## src/rtl/adc_seq_pkg.sv

```systemverilog
package adc_seq_pkg;

    localparam int CH_W   = 4;
    localparam int CODE_W = 12;

    typedef enum logic [1:0] {
        MODE_PIN_SEQ = 2'b00,
        MODE_PIN_ONE = 2'b01,
        MODE_SER_SEQ = 2'b10,
        MODE_EXT_CLK = 2'b11
    } clk_mode_e;

    typedef enum logic [1:0] {
        ST_IDLE,
        ST_CONVERT,
        ST_STORE
    } seq_state_e;

endpackage

```

## src/rtl/adc_cmd_decode.sv

```systemverilog
module adc_cmd_decode
    import adc_seq_pkg::*;
(
    input  logic            clk,
    input  logic            rst_n,
    input  logic            cmd_valid,
    input  logic [7:0]      cmd_byte,
    output clk_mode_e       mode_q,
    output logic            avg_q,
    output logic [CH_W-1:0] ch_eff,
    output logic            scan_eff,
    output logic            conv_wr,
    output logic            mode_chg
);

    logic            setup_wr;
    clk_mode_e       new_mode;
    logic [CH_W-1:0] ch_q;
    logic            scan_q;
    logic            unused_bit0;

    assign unused_bit0 = cmd_byte[0];
    assign conv_wr     = cmd_valid && cmd_byte[7];
    assign setup_wr    = cmd_valid && (cmd_byte[7:6] == 2'b01);
    assign new_mode    = clk_mode_e'(cmd_byte[5:4]);
    assign mode_chg    = setup_wr && (new_mode != mode_q);

    // a conversion write is visible in the same cycle it arrives
    assign ch_eff   = conv_wr ? cmd_byte[6:3] : ch_q;
    assign scan_eff = conv_wr ? cmd_byte[1]   : scan_q;

    always_ff @(posedge clk or negedge rst_n) begin
        if (!rst_n) begin
            mode_q <= MODE_SER_SEQ;
            avg_q  <= 1'b0;
            ch_q   <= '0;
            scan_q <= 1'b0;
        end else begin
            if (setup_wr) begin
                mode_q <= new_mode;
                avg_q  <= cmd_byte[2];
            end
            if (conv_wr) begin
                ch_q   <= cmd_byte[6:3];
                scan_q <= cmd_byte[1];
            end
        end
    end

    AST_MODE_ONLY_SETUP: assert property (@(posedge clk) disable iff (!rst_n)
        !$stable(mode_q) |-> $past(setup_wr));

endmodule

```

## src/rtl/adc_conv_engine.sv

```systemverilog
module adc_conv_engine
    import adc_seq_pkg::*;
#(
    parameter int CONV_CYCLES = 6
) (
    input  logic              clk,
    input  logic              rst_n,
    input  logic              start,
    input  logic              abort,
    input  logic              ext_time,
    input  logic              sclk_tick,
    input  logic [CODE_W-1:0] ana_code,
    output logic              done,
    output logic [CODE_W-1:0] code
);

    localparam int CNT_W = $clog2(CONV_CYCLES + 1);

    logic             busy;
    logic             ext_q;
    logic [CNT_W-1:0] cnt;
    logic             step;

    // internal timing advances every clock, external timing only on serial ticks
    assign step = busy && (!ext_q || sclk_tick);

    always_ff @(posedge clk or negedge rst_n) begin
        if (!rst_n) begin
            busy  <= 1'b0;
            ext_q <= 1'b0;
            cnt   <= '0;
            done  <= 1'b0;
            code  <= '0;
        end else begin
            done <= 1'b0;
            if (abort) begin
                busy <= 1'b0;
            end else if (start) begin
                busy  <= 1'b1;
                ext_q <= ext_time;
                cnt   <= CNT_W'(CONV_CYCLES - 1);
            end else if (step) begin
                if (cnt == '0) begin
                    busy <= 1'b0;
                    done <= 1'b1;
                    code <= ana_code;
                end else begin
                    cnt <= cnt - CNT_W'(1);
                end
            end
        end
    end

    AST_START_WHEN_IDLE: assert property (@(posedge clk) disable iff (!rst_n)
        start |-> !busy);

endmodule

```

## src/rtl/adc_result_fifo.sv

```systemverilog
module adc_result_fifo #(
    parameter int DEPTH = 16,
    parameter int WIDTH = 16
) (
    input  logic             clk,
    input  logic             rst_n,
    input  logic             push,
    input  logic [WIDTH-1:0] din,
    input  logic             pop,
    output logic [WIDTH-1:0] dout,
    output logic             empty
);

    localparam int AW = (DEPTH > 1) ? $clog2(DEPTH) : 1;

    logic [WIDTH-1:0] mem [DEPTH];
    logic [AW-1:0]    wr_ptr;
    logic [AW-1:0]    rd_ptr;
    logic [AW:0]      count;
    logic             full;
    logic             do_wr;
    logic             do_rd;

    assign empty = (count == '0);
    assign full  = (count == (AW+1)'(DEPTH));
    assign do_wr = push && !full;
    assign do_rd = pop && !empty;
    assign dout  = mem[rd_ptr];

    always_ff @(posedge clk) begin
        if (do_wr) mem[wr_ptr] <= din;
    end

    always_ff @(posedge clk or negedge rst_n) begin
        if (!rst_n) begin
            wr_ptr <= '0;
            rd_ptr <= '0;
            count  <= '0;
        end else begin
            if (do_wr) wr_ptr <= (wr_ptr == AW'(DEPTH - 1)) ? '0 : wr_ptr + AW'(1);
            if (do_rd) rd_ptr <= (rd_ptr == AW'(DEPTH - 1)) ? '0 : rd_ptr + AW'(1);
            case ({do_wr, do_rd})
                2'b10:   count <= count + (AW+1)'(1);
                2'b01:   count <= count - (AW+1)'(1);
                default: count <= count;
            endcase
        end
    end

    AST_NO_OVERFLOW: assert property (@(posedge clk) disable iff (!rst_n)
        count <= (AW+1)'(DEPTH));
    AST_PUSH_FILLS: assert property (@(posedge clk) disable iff (!rst_n)
        (push && !pop && !full) |=> !empty);

endmodule

```

## src/rtl/adc_mode_seq.sv

```systemverilog
module adc_mode_seq
    import adc_seq_pkg::*;
#(
    parameter int CONV_CYCLES = 6,
    parameter int AVG_LOG2    = 2,
    parameter int FIFO_DEPTH  = 16
) (
    input  logic                   clk,
    input  logic                   rst_n,
    input  logic                   cmd_valid,
    input  logic [7:0]             cmd_byte,
    input  logic                   cs_n,
    input  logic                   cnvst_n,
    input  logic                   sclk_tick,
    input  logic [CODE_W-1:0]      ana_code,
    output logic [CH_W-1:0]        mux_ch,
    output logic                   eoc_n,
    input  logic                   rd_en,
    output logic [CH_W+CODE_W-1:0] rd_data,
    output logic                   rd_empty
);

    localparam int AVG_N = 1 << AVG_LOG2;
    localparam int ACC_W = CODE_W + AVG_LOG2;
    localparam int AC_W  = AVG_LOG2 + 1;
    localparam int RES_W = CH_W + CODE_W;

    clk_mode_e       mode_q;
    logic            avg_q, scan_eff, conv_wr, mode_chg;
    logic [CH_W-1:0] ch_eff;

    adc_cmd_decode u_dec (
        .clk(clk), .rst_n(rst_n), .cmd_valid(cmd_valid), .cmd_byte(cmd_byte),
        .mode_q(mode_q), .avg_q(avg_q), .ch_eff(ch_eff), .scan_eff(scan_eff),
        .conv_wr(conv_wr), .mode_chg(mode_chg)
    );

    // edge detection on the two release/launch pins
    logic cs_q, cnv_q, cs_fall, cnv_fall;
    always_ff @(posedge clk or negedge rst_n) begin
        if (!rst_n) begin
            cs_q  <= 1'b1;
            cnv_q <= 1'b1;
        end else begin
            cs_q  <= cs_n;
            cnv_q <= cnvst_n;
        end
    end
    assign cs_fall  = cs_q && !cs_n;
    assign cnv_fall = cnv_q && !cnvst_n;

    // mode-dependent launch decode
    logic start_req, start_scan, start_avg, start_ext;
    always_comb begin
        unique case (mode_q)
            MODE_PIN_SEQ: begin start_req = cnv_fall; start_scan = scan_eff; start_avg = avg_q; start_ext = 1'b0; end
            MODE_PIN_ONE: begin start_req = cnv_fall; start_scan = 1'b0;     start_avg = avg_q; start_ext = 1'b0; end
            MODE_SER_SEQ: begin start_req = conv_wr;  start_scan = scan_eff; start_avg = avg_q; start_ext = 1'b0; end
            MODE_EXT_CLK: begin start_req = conv_wr;  start_scan = 1'b0;     start_avg = 1'b0;  start_ext = 1'b1; end
        endcase
    end

    seq_state_e        state, state_d;
    logic [CH_W-1:0]   ch_cur, ch_last;
    logic              avg_on, ext_on;
    logic [AC_W-1:0]   avg_cnt;
    logic [ACC_W-1:0]  acc;
    logic              eng_done, eng_start, eng_ext;
    logic [CODE_W-1:0] eng_code;
    logic              launch, last_sample, is_last_ch, push, seq_end;
    logic [CODE_W-1:0] res_code;

    assign launch      = (state == ST_IDLE) && start_req && !mode_chg;
    assign last_sample = !avg_on || (avg_cnt == AC_W'(AVG_N - 1));
    assign is_last_ch  = (ch_cur == ch_last);

    // next-state process
    always_comb begin
        state_d = state;
        unique case (state)
            ST_IDLE:    if (launch) state_d = ST_CONVERT;
            ST_CONVERT: if (eng_done && last_sample) state_d = ST_STORE;
            ST_STORE:   state_d = is_last_ch ? ST_IDLE : ST_CONVERT;
        endcase
        if (mode_chg) state_d = ST_IDLE;
    end

    // output process
    always_comb begin
        eng_start = 1'b0;
        push      = 1'b0;
        unique case (state)
            ST_IDLE:    eng_start = launch;
            ST_CONVERT: eng_start = eng_done && !last_sample && !mode_chg;
            ST_STORE: begin
                push      = !mode_chg;
                eng_start = !is_last_ch && !mode_chg;
            end
        endcase
    end

    assign seq_end  = push && is_last_ch;
    assign eng_ext  = launch ? start_ext : ext_on;
    assign res_code = avg_on ? CODE_W'(acc >> AVG_LOG2) : acc[CODE_W-1:0];
    assign mux_ch   = ch_cur;

    // state register and sequence datapath
    always_ff @(posedge clk or negedge rst_n) begin
        if (!rst_n) begin
            state   <= ST_IDLE;
            ch_cur  <= '0;
            ch_last <= '0;
            avg_on  <= 1'b0;
            ext_on  <= 1'b0;
            avg_cnt <= '0;
            acc     <= '0;
        end else begin
            state <= state_d;
            if (launch) begin
                ch_cur  <= start_scan ? '0 : ch_eff;
                ch_last <= ch_eff;
                avg_on  <= start_avg;
                ext_on  <= start_ext;
                avg_cnt <= '0;
                acc     <= '0;
            end else if (state == ST_CONVERT && eng_done) begin
                acc <= acc + ACC_W'(eng_code);
                if (!last_sample) avg_cnt <= avg_cnt + AC_W'(1);
            end else if (state == ST_STORE && !is_last_ch) begin
                ch_cur  <= ch_cur + CH_W'(1);
                avg_cnt <= '0;
                acc     <= '0;
            end
        end
    end

    // end-of-conversion flag
    always_ff @(posedge clk or negedge rst_n) begin
        if (!rst_n)                             eoc_n <= 1'b1;
        else if (mode_chg || mode_q == MODE_EXT_CLK) eoc_n <= 1'b1;
        else if (seq_end)                       eoc_n <= 1'b0;
        else if (cs_fall || cnv_fall)           eoc_n <= 1'b1;
    end

    adc_conv_engine #(.CONV_CYCLES(CONV_CYCLES)) u_eng (
        .clk(clk), .rst_n(rst_n), .start(eng_start), .abort(mode_chg),
        .ext_time(eng_ext), .sclk_tick(sclk_tick), .ana_code(ana_code),
        .done(eng_done), .code(eng_code)
    );

    adc_result_fifo #(.DEPTH(FIFO_DEPTH), .WIDTH(RES_W)) u_fifo (
        .clk(clk), .rst_n(rst_n), .push(push), .din({ch_cur, res_code}),
        .pop(rd_en), .dout(rd_data), .empty(rd_empty)
    );

    AST_EOC_HIGH_EXT: assert property (@(posedge clk) disable iff (!rst_n)
        (mode_q == MODE_EXT_CLK) |-> eoc_n);
    AST_EOC_LOW_AT_END: assert property (@(posedge clk) disable iff (!rst_n)
        $fell(eoc_n) |-> $past(seq_end));
    AST_EOC_RELEASE: assert property (@(posedge clk) disable iff (!rst_n)
        ((cs_fall || cnv_fall) && !seq_end) |=> eoc_n);
    AST_ABORT_IDLE: assert property (@(posedge clk) disable iff (!rst_n)
        mode_chg |=> (state == ST_IDLE && !push));

endmodule

```

## config.mk

```make
export PLATFORM = sky130hd
export DESIGN_NAME = adc_mode_seq
export DESIGN_NICKNAME = d
export VERILOG_FILES = /design/src/rtl/adc_seq_pkg.sv /design/src/rtl/adc_cmd_decode.sv /design/src/rtl/adc_conv_engine.sv /design/src/rtl/adc_result_fifo.sv /design/src/rtl/adc_mode_seq.sv
export SDC_FILE = /design/constraint.sdc
export NUM_CORES = 1
export LEC_CHECK = 0
export ABC_AREA = 1
export BUFFER_PORTS_ARGS = -buffer_cell sky130_fd_sc_hd__buf_4
export CAP_MARGIN = 20
export CORE_MARGIN = 5
export CORE_UTILIZATION = 40
export CTS_BUF_LIST = sky130_fd_sc_hd__clkbuf_16
export DETAILED_ROUTE_END_ITERATION = 8
export PLACE_DENSITY = 0.66
export SLEW_MARGIN = 25
export SYNTH_ARGS = -nofsm -noshare
export SYNTH_HDL_FRONTEND = slang
export SYNTH_SLANG_ARGS = --single-unit
export TNS_END_PERCENT = 20
```

## constraint.sdc

```tcl
create_clock -name clk -period 6.2 [get_ports clk]
set_clock_uncertainty 0.1 [all_clocks]
set_input_delay 0.93 -clock clk [delete_from_list [all_inputs] [get_ports clk]]
set_output_delay 0.93 -clock clk [all_outputs]
set_load 0.05 [all_outputs]
```

==> impl_metrics.env, run 1 <==
export IMPL_htreeDepth=2
export IMPL_die_y_um=199
export IMPL_cp_data_required_time_ps=5170
export IMPL_async_flop_share_pct=21.7
export IMPL_yosysTopAreaCell="edfxtp_1"
export IMPL_rsz0062_at_grt="no"
export IMPL_wl_um=32900
export IMPL_critPathMostFrequentCell="nand3_1"
export IMPL_relSlewSlack_pct=29.6
export IMPL_worst_setup_path_type="register to output port"
export IMPL_dieArea_um2=39700
export IMPL_clkLatencyLatePin_ps=500
export IMPL_initial_core_util_pct=40.4
export IMPL_antenna_cells=0
export IMPL_cts_setup_buffers=0
export IMPL_clkTransAtPathRegs_ps=60
export IMPL_drc=0
export IMPL_die_w_um=199
export IMPL_layout_nets=1461
export IMPL_dr_first_iter_drc_count=894
export IMPL_num_rows=69
export IMPL_hold_buffers=0
export IMPL_cts_buffers=34
export IMPL_final_cell_area_um2=16400
export IMPL_netlist_area_leader_share_pct=53.7
export IMPL_layout_cells_non_filler=1885
export IMPL_root_buffer="clkbuf_16"
export IMPL_min_path_type="input pin to asynchronous set/reset pin"
export IMPL_powerDensity_nw_per_um2=474
export IMPL_slew_violations=0
export IMPL_layout_drive_gt1_share_pct=11.1
export IMPL_ant_nets=0
export IMPL_ir_drop_mv=0.405
export IMPL_setup_tns_ps=0
export IMPL_arrival_ps=3940
export IMPL_synthFlopType="edfxtp_1"
export IMPL_yosysSeqAreaShare_pct=66.1
export IMPL_post_route_min_period_ps=4970
export IMPL_finalWeightedCongestion=0.800
export IMPL_worstPathCellList="nand2_1 -> clkinv_1 -> nand3_1 -> nand3_1 -> o21ai_0 -> buf_4"
export IMPL_cp_start_kind="register"
export IMPL_tritoncts="yes"
export IMPL_dp_hpwl_um=19800
export IMPL_layout_common_cells="nand2_1, edfxtp_1, nor2_1"
export IMPL_avgRoutedWirePerCell_um=17.5
export IMPL_grt_pass1_wl_um=52400
export IMPL_fill_cells=3249
export IMPL_endpoint_kind="output port"
export IMPL_dp_cells=1827
export IMPL_syn_to_final_growth_pct=14.3
export IMPL_clockBufferDepth=3
export IMPL_first_pass_iters=5
export IMPL_grt_ovfl_total=0
export IMPL_multi_input_comb_area_um2=4320
export IMPL_drv_cap=0
export IMPL_synth_area_leaders="edfxtp_1, dfrtp_1, nand2_1"
export IMPL_ys_warnings_count=0
export IMPL_hold_viol=0
export IMPL_synth_edf_count=256
export IMPL_regArea_um2=9470
export IMPL_cp_max_fo=25
export IMPL_synth_cells=1346
export IMPL_syn_nets=1405
export IMPL_cts_resized=0
export IMPL_p_leak_nw=6.48
export IMPL_layout_commonest_cell="nand2_1"
export IMPL_fmax_ghz=0.201
export IMPL_core_um2=35500
export IMPL_avgSynthCellArea_um2=10.6
export IMPL_grt_use_total_pct=16.9
export IMPL_avgViaCountPerCell=5.15
export IMPL_tightest_slew_ps=1050
export IMPL_port_buffers=47
export IMPL_antenna_found_initial=0
export IMPL_grt_max_degree=72
export IMPL_timing_final_crit_share_pct=80.2
export IMPL_cp_slowest_cell="clkinv_1"
export IMPL_ys_ff_latch=327
export IMPL_slowest_delay_ps=970
export IMPL_cts_sinks=327
export IMPL_io_pins=49
export IMPL_vias=9704
export IMPL_setup_viol=0
export IMPL_grt_pass1_vias=9444
export IMPL_status="finished, final reports clean"
export IMPL_post_dp_cell_area_um2=15300
export IMPL_syn_cell_area_um2=14300
export IMPL_synth_cell_types=45
kinds of logic after synthesis:
kind of cell / count (synthesis) / share of synthesized area, %
AND/OR/NAND/NOR: 602 / 17.0
multiplexers: 1 / 0.0786
buffers and inverters: 155 / 4.38
flip-flops: 327 / 66.1
adder cells (fa/ha/maj): 32 / 2.90
XOR/XNOR: 12 / 0.734
AO/OA/AOI/OAI: 217 / 8.79
worst max-delay path: cells and delay by family (launching register included):
kind | cells | cell delay [ps]
DFF | 1 | 710
AOI/OAI and AO/OA | 1 | 480
buffers and inverters | 2 | 1270
and+or+nand+nor | 3 | 970
cell type report:
| class | instances | area share (%) |
|---|---|---|
| tap | 461 | 3.52 |
| multi-input combinational | 864 | 26.4 |
| clock buffer | 36 | 5.50 |
| clock inverter | 22 | 0.940 |
| sequential | 327 | 57.9 |
| inverter | 102 | 2.34 |
| timing repair buffer | 73 | 3.45 |
power breakdown:
group | total (W) | switching [W] | internal, W
logic | 0.00287 | 0.00202 | 0.000842
clock network | 0.00194 | 0.000807 | 0.00113
registers | 0.00296 | 0.000284 | 0.00267
total | 0.00776 | 0.00312 | 0.00465
worst paths after layout:
path / endpoint / slack [ps] / cells past startpoint / from
min in group clk: avg_cnt[1] / 380 / 2 / avg_cnt[1]
worst min register to register: avg_cnt[1] / 380 / 2 / avg_cnt[1]
worst max-delay path: rd_data[0] / 1230 / 6 / u_fifo.rd_ptr[1]
worst max register to register: u_fifo.mem[8][6] / 2690 / 8 / u_dec.mode_q[1]
worst min-delay path: acc[12] / 320 / 1 / rst_n
max in group asynchronous: u_fifo.rd_ptr[0] / 5120 / 1 / rst_n
through the flow:
stage               worst slack (ps)  hold slack (ps)  total power, W  util, %
global route                    1110              389         0.00825     46.1
detailed placement              1870              369         0.00587     43.1
global placement                1930              361         0.00578     43.0
finish                          1230              316         0.00776     46.1
floorplan                       2920              342         0.00492        -
CTS                             1320              382         0.00781     46.1
cells in the mapped netlist, drive strengths merged (2+ instances only):
cell type,n
dfrtp,67
clkbuf,29
xnor2,7
a31oi,5
a21oi,28
xor2,5
nand2,360
o21ai,120
inv,98
fa,2
o22ai,15
ha,30
nand3,77
clkinv,4
o2111ai,16
dfstp,4
nor3,2
nand4,3
o211ai,23
buf,24
nor2,154
nand3b,3
edfxtp,256
o21bai,4
registers in the layout (all words and copies together), names as in the netlist, 2 cells and up:
name / flops
acc: 14
avg_cnt: 3
ch_last: 4
mux_ch: 4
state: 2
u_dec.ch_q: 4
u_dec.mode_q: 2
u_eng.cnt: 3
u_eng.code: 12
u_fifo.count: 5
u_fifo.mem: 256
u_fifo.rd_ptr: 4
u_fifo.wr_ptr: 4
metal layers:
layer,wire length (um),vias to the layer above,track usage [%],share of wire [%]
li1,-,4724,-,-
met1,14500,4610,23.9,44
met2,15100,312,27.2,46
met3,2590,58,2.83,7.9
met4,744,0,4.41,2.3
met5,0,-,0,0
No activity file was read; power rests on OpenSTA's default activity.
==> inputs of run 2 (changes only) <==
--- a/config.mk
+++ b/config.mk
@@ -12,7 +12,7 @@
 export CORE_UTILIZATION = 40
 export CTS_BUF_LIST = sky130_fd_sc_hd__clkbuf_16
 export DETAILED_ROUTE_END_ITERATION = 8
-export PLACE_DENSITY = 0.66
+export PLACE_DENSITY = 0.69
 export SLEW_MARGIN = 25
 export SYNTH_ARGS = -nofsm -noshare
 export SYNTH_HDL_FRONTEND = slang
==> constraint.sdc (replaced) <==
create_clock -name clk -period 4 [get_ports clk]
set_clock_uncertainty 0.1 [all_clocks]
set_input_delay 0.6 -clock clk [delete_from_list [all_inputs] [get_ports clk]]
set_output_delay 0.6 -clock clk [all_outputs]
set_load 0.05 [all_outputs]
==> run 2 against run 1 <==
  * Sequential power up 50%
  * Critical endpoint is now rd_data[15]
  * Register-to-register slack worse by 1800 ps
  * Cell count is 1.1% higher
  * Core utilization up 0.49 points
  * Largest power group is now combinational logic
  * Largest cell class unchanged
==> impl_metrics.env, run 2 (synthesis gave the netlist of run 1 again) <==
export IMPL_layout_drive_gt1_share_pct=12.0
export IMPL_cp_slowest_cell="dfrtp_4"
export IMPL_cp_num_buf_inv=3
export IMPL_avgRoutedWirePerCell_um=17.2
export IMPL_cp_data_required_time_ps=3300
export IMPL_min_path_type="input pin to register"
export IMPL_p_leak_nw=6.61
export IMPL_first_pass_iters=5
export IMPL_slew_violations=0
export IMPL_num_rows=69
export IMPL_dp_hpwl_um=20600
export IMPL_dp_cells=1842
export IMPL_cts_sinks=327
export IMPL_layout_cells_non_filler=1906
export IMPL_io_pins=49
export IMPL_grt_ovfl_total=0
export IMPL_timing_final_crit_share_pct=87.7
export IMPL_htreeDepth=2
export IMPL_endpoint_kind="output port"
export IMPL_grt_max_degree=75
export IMPL_rsz0062_at_grt="no"
export IMPL_grt_pass1_vias=9535
export IMPL_setup_tns_ps=0
export IMPL_layout_commonest_cell="nand2_1"
export IMPL_status="finished, final reports clean"
export IMPL_ant_nets=0
export IMPL_dr_first_iter_drc_count=794
export IMPL_fmax_ghz=0.285
export IMPL_tightest_slew_ps=726
export IMPL_drv_cap=0
export IMPL_antenna_found_initial=0
export IMPL_finalWeightedCongestion=0.826
export IMPL_vias=9811
export IMPL_largestRegisters="u_fifo.mem (256), acc (14), u_eng.code (12)"
export IMPL_cts_buffers=34
export IMPL_hold_viol=0
export IMPL_layout_nets=1478
export IMPL_setup_viol=0
export IMPL_clockBufferDepth=3
export IMPL_path_delay_family="buffers and inverters"
export IMPL_top_register="u_fifo.mem"
export IMPL_slowest_delay_ps=640
export IMPL_initial_core_util_pct=40.4
export IMPL_wl_um=32800
export IMPL_antenna_cells=0
export IMPL_port_buffers=47
export IMPL_post_route_min_period_ps=3510
export IMPL_root_buffer="clkbuf_16"
export IMPL_grt_pass1_wl_um=52100
export IMPL_die_y_um=199
export IMPL_die_w_um=199
export IMPL_layout_common_cells="nand2_1, edfxtp_1, nor2_1"
export IMPL_cts_setup_buffers=0
export IMPL_relSlewSlack_pct=51.5
export IMPL_dieArea_um2=39700
export IMPL_cp_max_fo=46
export IMPL_arrival_ps=2810
export IMPL_clkLatencyLatePin_ps=510
export IMPL_largest_register_ffs=256
export IMPL_grt_use_total_pct=16.7
export IMPL_worstPathCellList="inv_2 -> buf_12 -> nor2_1 -> nor2_1 -> o21ai_0 -> o21ai_0 -> nor2_1 -> o21ai_0 -> buf_4"
export IMPL_avgViaCountPerCell=5.15
export IMPL_worst_setup_path_type="register to output port"
export IMPL_cp_start_kind="register"
export IMPL_ir_drop_mv=0.789
export IMPL_powerDensity_nw_per_um2=740
export IMPL_core_um2=35500
export IMPL_drc=0
export IMPL_clkTransAtPathRegs_ps=60
export IMPL_syn_to_final_growth_pct=15.5
export IMPL_tritoncts="yes"
-- run 2: where the power goes --
| part | switching (W) | total [W] | internal, W |
|---|---|---|---|
| clock network | 0.00128 | 0.00314 | 0.00186 |
| registers | 0.000296 | 0.00444 | 0.00415 |
| logic | 0.00330 | 0.00466 | 0.00136 |
| total | 0.00488 | 0.0122 | 0.00736 |
-- run 2: stage by stage --
step | power [W] | utilization (%) | instance area (um^2) | worst slack [ps] | hold slack [ps]
2_1_floorplan | 0.00762 | - | 14300 | 1050 | 204
3_3_place_gp | 0.00903 | 43.4 | 15400 | 777 | 357
3_5_place_dp | 0.00916 | 43.4 | 15400 | 742 | 359
4_1_cts | 0.0123 | 46.5 | 16500 | 205 | 91.0
5_1_grt | 0.0130 | 46.6 | 16500 | 207 | 88.3
6_report | 0.0122 | 46.6 | 16500 | 491 | 110
-- run 2: path summary, 6_finish.rpt --
path / end / startpoint / slack [ps] / cells after the start
worst max-delay path: rd_data[15] / u_fifo.rd_ptr[0] / 490 / 9
worst min-delay path: cs_q / cs_n / 110 / 1
worst max register to register: u_fifo.count[4] / u_dec.mode_q[1] / 860 / 14
worst min register to register: u_eng.code[5] / u_eng.code[5] / 380 / 2
max in group asynchronous: eoc_n / rst_n / 2790 / 3
min in group asynchronous: u_eng.code[11] / rst_n / 410 / 2
-- run 2: final cells by class --
type | count | area (um^2)
fill | 3215 | 18900
sequential | 327 | 9470
clock buffer | 35 | 876
timing repair buffer | 90 | 723
multi-input combinational | 864 | 4270
clock inverter | 27 | 236
inverter | 102 | 387
tap | 461 | 577
-- run 2: per-layer routing --
metal | global-route usage [%] | vias up | part of all wire, %
li1 | - | 4757 | -
met1 | 23.6 | 4684 | 44
met2 | 27.5 | 326 | 47
met3 | 2.56 | 44 | 7.3
met4 | 3.88 | 0 | 1.7
met5 | 0 | - | 0
-- run 2: worst register-to-register path, delay by kind of cell, from the launching register on --
| family | cells | cell delay [ps] |
|---|---|---|
| compound gates | 3 | 640 |
| buf+inv | 1 | 150 |
| flops | 1 | 570 |
| simple gates | 6 | 660 |
| xor+xnor | 2 | 320 |
| fa+ha+maj | 2 | 620 |
-- run 2: timing repair --
item / in CTS / in global routing
setup endpoints to repair: 0 / 6
resized for setup: 0 / 1
endpoints found under the hold margin: 0 / 19
hold buffers: 0 / 1
